$ cat config.mk
export PLATFORM = sky130hd
export DESIGN_NAME = bch_frame_crc
export DESIGN_NICKNAME = d
export VERILOG_FILES = /design/src/rtl/bchk_pkg.sv /design/src/rtl/bch_lfsr.sv /design/src/rtl/bch_len_guard.sv /design/src/rtl/bch_frame_crc.sv
export SDC_FILE = /design/constraint.sdc
export NUM_CORES = 1
export LEC_CHECK = 0
export BUFFER_PORTS_ARGS = -buffer_cell sky130_fd_sc_hd__clkbuf_2
export CAP_MARGIN = 20
export CORE_ASPECT_RATIO = 1.5
export CORE_MARGIN = 10
export CORE_UTILIZATION = 60
export DETAILED_ROUTE_END_ITERATION = 7
export GPL_TIMING_DRIVEN = 0
export PLACE_DENSITY = 0.8
export SYNTH_ARGS = -nofsm -noshare
export SYNTH_HDL_FRONTEND = slang
export SYNTH_HIERARCHICAL = 1
export SYNTH_SLANG_ARGS = --single-unit
export TNS_END_PERCENT = 5
$ cat constraint.sdc
create_clock -name clk -period 9.1 [get_ports clk]
set_clock_uncertainty 0.2 [all_clocks]
set_input_delay 0 -clock clk [delete_from_list [all_inputs] [get_ports clk]]
set_output_delay 0 -clock clk [all_outputs]
set_load 0.005 [all_outputs]
$ cat src/rtl/bchk_pkg.sv
package bchk_pkg;

    localparam int CRC_W = 16;
    localparam logic [CRC_W-1:0] GEN_TAPS = 16'h6F63;
    localparam int FRAME_MAX_BITS = 255;

    typedef enum logic {
        MODE_GEN = 1'b0,
        MODE_CHK = 1'b1
    } crc_mode_e;

    typedef struct packed {
        logic [CRC_W-1:0] rem;
        logic             par;
    } acc_t;

    function automatic logic [CRC_W-1:0] lfsr_step(
        input logic [CRC_W-1:0] r,
        input logic             b,
        input logic [CRC_W-1:0] taps
    );
        logic fb;
        fb = b ^ r[CRC_W-1];
        return {r[CRC_W-2:0], 1'b0} ^ ({CRC_W{fb}} & taps);
    endfunction

endpackage

$ cat src/rtl/bch_lfsr.sv
module bch_lfsr
    import bchk_pkg::*;
#(
    parameter logic [CRC_W-1:0] TAPS = GEN_TAPS
) (
    input  logic clk,
    input  logic rst,
    input  logic take,
    input  logic start,
    input  logic shift,
    input  logic bit_in,
    output acc_t acc_nxt
);

    acc_t acc_q;
    acc_t base;

    always_comb begin
        base = start ? '0 : acc_q;
        acc_nxt.rem = shift ? lfsr_step(base.rem, bit_in, TAPS) : base.rem;
        acc_nxt.par = take ? (base.par ^ bit_in) : base.par;
    end

    always_ff @(posedge clk) begin
        if (rst) begin
            acc_q <= '0;
        end else if (take) begin
            acc_q <= acc_nxt;
        end
    end

endmodule

$ cat src/rtl/bch_len_guard.sv
module bch_len_guard #(
    parameter int CNT_W     = 9,
    parameter int FRAME_MAX = 255,
    parameter int CW        = 16
) (
    input  logic             clk,
    input  logic             rst,
    input  logic             take,
    input  logic             start,
    input  logic             chk,
    input  logic             pen,
    output logic             ovf_nxt,
    output logic [CNT_W-1:0] cnt
);

    localparam logic [CNT_W-1:0] LIM_GEN = CNT_W'(FRAME_MAX - CW);
    localparam logic [CNT_W-1:0] LIM_CHK = CNT_W'(FRAME_MAX);

    logic             ovf_q;
    logic [CNT_W-1:0] base_cnt;
    logic [CNT_W-1:0] limit;
    logic [CNT_W-1:0] cnt_nxt;
    logic             over;

    always_comb begin
        base_cnt = start ? '0 : cnt;
        limit    = chk ? (LIM_CHK + CNT_W'(pen)) : LIM_GEN;
        over     = take && (base_cnt >= limit);
        ovf_nxt  = (start ? 1'b0 : ovf_q) || over;
        cnt_nxt  = (take && !over) ? (base_cnt + 1'b1) : base_cnt;
    end

    always_ff @(posedge clk) begin
        if (rst) begin
            cnt   <= '0;
            ovf_q <= 1'b0;
        end else if (take) begin
            cnt   <= cnt_nxt;
            ovf_q <= ovf_nxt;
        end
    end

endmodule

$ cat src/rtl/bch_frame_crc.sv
module bch_frame_crc
    import bchk_pkg::*;
#(
    parameter logic [CRC_W-1:0] TAPS      = GEN_TAPS,
    parameter int               FRAME_MAX = FRAME_MAX_BITS
) (
    input  logic             clk,
    input  logic             rst,
    input  logic             mode_chk,
    input  logic             parity_en,
    input  logic             bit_valid,
    input  logic             bit_in,
    input  logic             sof,
    input  logic             eof,
    output logic [CRC_W-1:0] crc_word,
    output logic             parity_bit,
    output logic             frame_done,
    output logic             frame_err,
    output logic             len_ovf
);

    localparam int CNT_W = $clog2(FRAME_MAX + 2);

    crc_mode_e        mode_q;
    crc_mode_e        mode_cur;
    logic             pen_q;
    logic             pen_cur;
    logic             in_frame;
    logic             take;
    logic             par_only;
    logic             shift;
    acc_t             acc_nxt;
    logic             ovf_nxt;
    logic [CNT_W-1:0] len_cnt;

    always_comb begin
        take     = bit_valid && (sof || in_frame);
        mode_cur = sof ? crc_mode_e'(mode_chk) : mode_q;
        pen_cur  = sof ? parity_en : pen_q;
        par_only = (mode_cur == MODE_CHK) && pen_cur && eof;
        shift    = take && !par_only;
    end

    bch_lfsr #(
        .TAPS (TAPS)
    ) u_lfsr (
        .clk     (clk),
        .rst     (rst),
        .take    (take),
        .start   (sof),
        .shift   (shift),
        .bit_in  (bit_in),
        .acc_nxt (acc_nxt)
    );

    bch_len_guard #(
        .CNT_W     (CNT_W),
        .FRAME_MAX (FRAME_MAX),
        .CW        (CRC_W)
    ) u_guard (
        .clk     (clk),
        .rst     (rst),
        .take    (take),
        .start   (sof),
        .chk     (mode_cur == MODE_CHK),
        .pen     (pen_cur),
        .ovf_nxt (ovf_nxt),
        .cnt     (len_cnt)
    );

    always_ff @(posedge clk) begin
        if (rst) begin
            in_frame   <= 1'b0;
            mode_q     <= MODE_GEN;
            pen_q      <= 1'b0;
            crc_word   <= '0;
            parity_bit <= 1'b0;
            frame_done <= 1'b0;
            frame_err  <= 1'b0;
            len_ovf    <= 1'b0;
        end else begin
            frame_done <= 1'b0;
            frame_err  <= 1'b0;
            len_ovf    <= 1'b0;
            if (take) begin
                mode_q   <= mode_cur;
                pen_q    <= pen_cur;
                in_frame <= !eof;
                if (eof) begin
                    frame_done <= 1'b1;
                    crc_word   <= acc_nxt.rem;
                    len_ovf    <= ovf_nxt;
                    if (mode_cur == MODE_GEN) begin
                        parity_bit <= acc_nxt.par ^ (^acc_nxt.rem);
                        frame_err  <= ovf_nxt;
                    end else begin
                        parity_bit <= acc_nxt.par;
                        frame_err  <= ovf_nxt || (|acc_nxt.rem) ||
                                      (pen_cur && acc_nxt.par);
                    end
                end
            end
        end
    end

endmodule

-- After elaboration in Yosys (flattened, before gate mapping)
Index checks and enable logic that the tools add are counted.
- add/sub/neg operators: 2
- multiply operators: 0
- div/mod/pow operators: 0
- $lt $le $gt $ge: 1
- equal/unequal tests: 0
- shift operators: 0
- muxes and demuxes: 12
- bitwise operators: 6
- reductions and logical operators: 19
- operators by type and width (operator ; number):
    9-bit two-way mux ; 3
    17-bit two-way mux ; 1
    16-bit two-way mux ; 1
    16-bit OR reduction ; 1
    16-bit parity ; 1
    16-bit by 15-bit bitwise XOR with 16-bit output ; 1
    8-bit by 1-bit adder with 9-bit output, first input constant ; 1
    9-bit by 1-bit adder with 9-bit output, second input constant ; 1
    9-bit greater-or-equal comparator ; 1
    1-bit logical AND ; 7
    1-bit two-way mux ; 7
    1-bit logical OR ; 4
    1-bit logical NOT ; 3
    3-bit OR reduction ; 1
    1-bit bitwise XOR ; 3
    1-bit NOT ; 2
    2-bit AND reduction ; 1
    2-bit OR reduction ; 1
- bits in registers: 50
- latch bits: 0
- bits in writable memories: 0
- ROM bits: 0
- input bits: 8
- output and inout bits: 20
- word-level logic and storage cells: 52
- memories kept: 0

-- Logic depth before layout (Yosys ltp)
- depth after elaboration: 10
- mapped depth: 14
- mapped depth without buffers: 12

-- By module
The synthesis kept the hierarchy.
- by module, submodules not included (module ; times used ; cells an instance ; area an instance (µm²) ; sequential area each (µm²)):
    bch_lfsr ; 1 ; 141 ; 1182.4 ; 340.3
    bch_frame_crc ; 1 ; 98 ; 1042.2 ; 460.4
    bch_len_guard ; 1 ; 107 ; 814.5 ; 200.2

-- Worst setup path after synthesis
OpenSTA, ideal clock, no wires.
- kind: reg-to-reg
- start: register mode_q
- end: register parity_bit
- library setup time: 0.063 ns
- arrival: 2.588 ns
- required time: 8.837 ns
- setup slack: 6.249 ns
- cell stages (with the launch flop): 15
- path buffers: 2
- period minus slack after synthesis: 2.851 ns
- path through: dfxtp_1 -> mux2_2 -> a31oi_1 -> buf_4 -> buf_4 -> nor3b_1 -> a21oi_1 -> nand2_1 -> inv_1 -> ha_1 -> xor2_1 -> xnor2_1 -> xnor2_1 -> nor4b_1 -> nand3b_1
- RTL lines (element ; RTL line ; RTL):
    start: declaration ; bch_frame_crc.sv:24 ; crc_mode_e mode_q;
    start signal: assignment ; bch_frame_crc.sv:86 ; mode_q <= mode_cur;
    end signal: assignment ; bch_frame_crc.sv:94 ; parity_bit <= acc_nxt.par ^ (^acc_nxt.rem);
    end signal: assignment ; bch_frame_crc.sv:97 ; parity_bit <= acc_nxt.par;
    end: declaration ; bch_frame_crc.sv:16 ; output logic parity_bit,

==> results.md <==
* Final Max Tran Viols at 0
* Worst R2R End: parity_bit
* First-pass GRT wire length at 12200 um
* EDFF count, synth at 0
* R2R cell count at 14
* Clock latency on the worst-skew pair at 310 ps
* CP max-delay cell: a31oi_1
* Via density per instance at 5.83
* Synth Cell Area at 3040 um2
* Measured slew at the worst slew-check pin at 630 ps
* Critical Path AT at 3550 ps
* Largest net degree at the start of global routing at 16
* Max VDD drop at 113 uV
* Hpwl dp at 5540 um
* Mapped Cells at 346
* CTS tree: done
* Final Hold Viols at 0
* Worst-path clk slew at 90 ps
* Global placement routability congestion at 0.863
* Nets@finish at 407
* Hold WC Path Type: in -> reg
* Crit-path max cell delay at 400 ps
* Synth top area cells: dfxtp_1, ha_1, mux2i_1, a21oi_1, a311oi_2
* Num CTS Buffers at 5
* Max-cap viol count at 0
* GR Overflow Total at 0
* Crit Path Max Fanout at 10
* Vias at 2633
* Post-Syn Area per Cell at 8.78 um2
* Core Box Area at 4890 um2
* Synth area leader: dfxtp_1
* Post-route setup slack at 5610 ps
* Count of different cell masters after synthesis at 53
* Filler Cell Count at 416
* Most common cell after layout, fill and taps aside: dfxtp_1
* WL final at 7300 um
* RSZ-0062 raised after global routing: no
* Synthesized net count at 368
* CP top delay family: simple AND/OR/NAND/NOR gates
* LEAKAGE at 1.50 nW
* Root Buffer: clkbuf_8
* Antenna viol nets, final at 0
* Setup violators final at 0
* Cts repair resizes at 0
* Status: finished clean
* Initial core utilization at 62.2%
* DP Worst Slack at 5660 ps
* DRC viols at 0
* Crit share post-route at 38.3%
* Reg2Reg Launch Point: mode_q
* Height of the chip at 107 um
* Ant. Diodes at 0
* IO Port Bufs at 27
* Minimum clock period at 3490 ps
* TritonCTS Sinks at 50
* Register area share after synthesis at 32.9%
* Die X at 78.1 um
* Most frequent cells in the layout: dfxtp_1, nor2_1, nand2_1, a21oi_1, clkbuf_2
* Min-Delay Endpoint: crc_word[0]
* Hold Path Cell Cnt at 4
* R2R setup slack at 5610 ps
* H-tree Lvls at 2
* Number of hold buffers added after CTS at 5
* Ys async rst share at 0%
* Number of top-level pins at 28
* Final setup TNS at 0 ps
* Startpoint Class: register
* Synth top area share at 32.9%
* PwrDens at 142 nW/um2
* Critical path type: reg -> reg
* Die area at 8370 um2
* Worst path cell trace: mux2_2, a31oi_1, buf_4, buf_4, nor3b_1, a21oi_1, nand2_1, inv_1, ha_1, xor2_1, xnor2_1, xnor2_1, nor4b_1, nand3b_1
* CP bufs+invs at 3
* Yosys warns at 6
* DR iter-0 viols at 106
* Seq cells post-synth at 50
* CP endpoint kind: register
* Fmax achieved at 0.287 GHz
* Top FF cell, synth: dfxtp_1
* GRT Overall Usage at 17.8%
* Layout area overhead at 12.4%
* Number of cell rows at 31
* WL per Instance at 16.1 um
* Vias in the first global route at 2586
* Rel. slew slack at 58.0%
* First-pass DRT Iterations at 4
* Initial antenna violation count at 0
* Min-delay src: bit_in
* CTS Buffer Depth at 2
* # Post-CTS Setup Buffers at 0
* Critical path data required time at 9160 ps
* Share of layout cells above drive strength 1 at 19.9%
[metrics by stage]
step | instances | cell area [um2] | hold slack [ps] | total power [mW] | util [%]
after floorplan | 346 | 3040 | -121 | 0.304 | -
after global placement | 439 | 3260 | 124 | 0.326 | 66.6
after detailed placement | 439 | 3260 | 118 | 0.329 | 66.6
after CTS | 452 | 3420 | 45.3 | 0.488 | 69.9
after global routing | 452 | 3420 | 72.6 | 0.505 | 69.9
final | 452 | 3420 | 55.1 | 0.484 | 69.9
[worst reg2reg max path, cell delays in order (launching register included)]
cell      delay, ps
dfxtp_1         320
mux2_2          360
a31oi_1         400
buf_4           290
buf_4           210
nor3b_1          70
a21oi_1         200
nand2_1         170
inv_1            90
ha_1            240
xor2_1          170
xnor2_1         140
xnor2_1         160
nor4b_1         250
nand3b_1        140
[Yosys cell counts (2+ instances only)]
| cell | count |
|---|---|
| inv_1 | 21 |
| nor2b_1 | 8 |
| xnor2_1 | 6 |
| a311oi_2 | 9 |
| ha_1 | 14 |
| dfxtp_1 | 50 |
| nor2_1 | 36 |
| a21oi_1 | 28 |
| mux2_1 | 7 |
| buf_6 | 4 |
| nand3b_1 | 4 |
| a32oi_1 | 3 |
| nand2b_1 | 12 |
| and2_1 | 2 |
| nand4_1 | 5 |
| nor3b_1 | 9 |
| nor3_1 | 2 |
| a211o_1 | 2 |
| a21o_1 | 2 |
| xor2_1 | 12 |
| mux2i_1 | 15 |
| o21ai_0 | 3 |
| o21a_1 | 2 |
| nand2_1 | 33 |
| clkbuf_1 | 4 |
| buf_4 | 4 |
| a22o_2 | 9 |
| buf_2 | 7 |
| a22o_1 | 7 |
| nand3_1 | 3 |
[flip-flops by register name, indices dropped and copies added, names as in the netlist]
register / cells
u_lfsr/acc_q: 17
len_ovf: 1
u_guard/cnt: 9
in_frame: 1
frame_err: 1
u_guard/ovf_q: 1
pen_q: 1
mode_q: 1
crc_word: 16
parity_bit: 1
frame_done: 1
[how the worst max path moves through the flow]
stage               cells after the start    endpoint  startpoint
floorplan                              14  parity_bit      mode_q
global placement                       15  parity_bit         sof
detailed placement                     15  parity_bit         sof
CTS                                    14  parity_bit      mode_q
global route                           14  parity_bit      mode_q
finish                                 14  parity_bit      mode_q
[cell type report]
cell class,count,area (um2),area share [%]
Multi-Input combinational cell,252,1820,53.1
Sequential cell,50,1000,29.3
Inverter,23,88.8,2.60
Buffer,21,134,3.92
Tap cell,66,82.6,2.42
Clock inverter,2,37.5,1.10
Timing Repair Buffer,32,185,5.42
Clock buffer,6,72.6,2.12
[metal layers]
| layer | routed length (um) | GRT usage [%] | part of all wire, % |
|---|---|---|---|
| met5 | 0 | 0 | 0 |
| met4 | 162 | 8.74 | 2.2 |
| met3 | 289 | 3.01 | 4.0 |
| met2 | 4030 | 33.1 | 55 |
| met1 | 2810 | 18.4 | 39 |
[power breakdown]
group	total [mW]	internal, mW	switching (mW)
logic	0.0959	0.0396	0.0564
registers	0.231	0.226	0.00501
clock network	0.157	0.0821	0.0754
[logic make-up after synthesis]
| group | share of synthesized area [%] |
|---|---|
| mux | 8.40 |
| buf+inv | 7.33 |
| flops | 32.9 |
| compound gates | 19.3 |
| fa+ha+maj | 5.76 |
| simple gates | 21.1 |
| xor+xnor | 5.19 |
(Power assumes the default switching activity.)
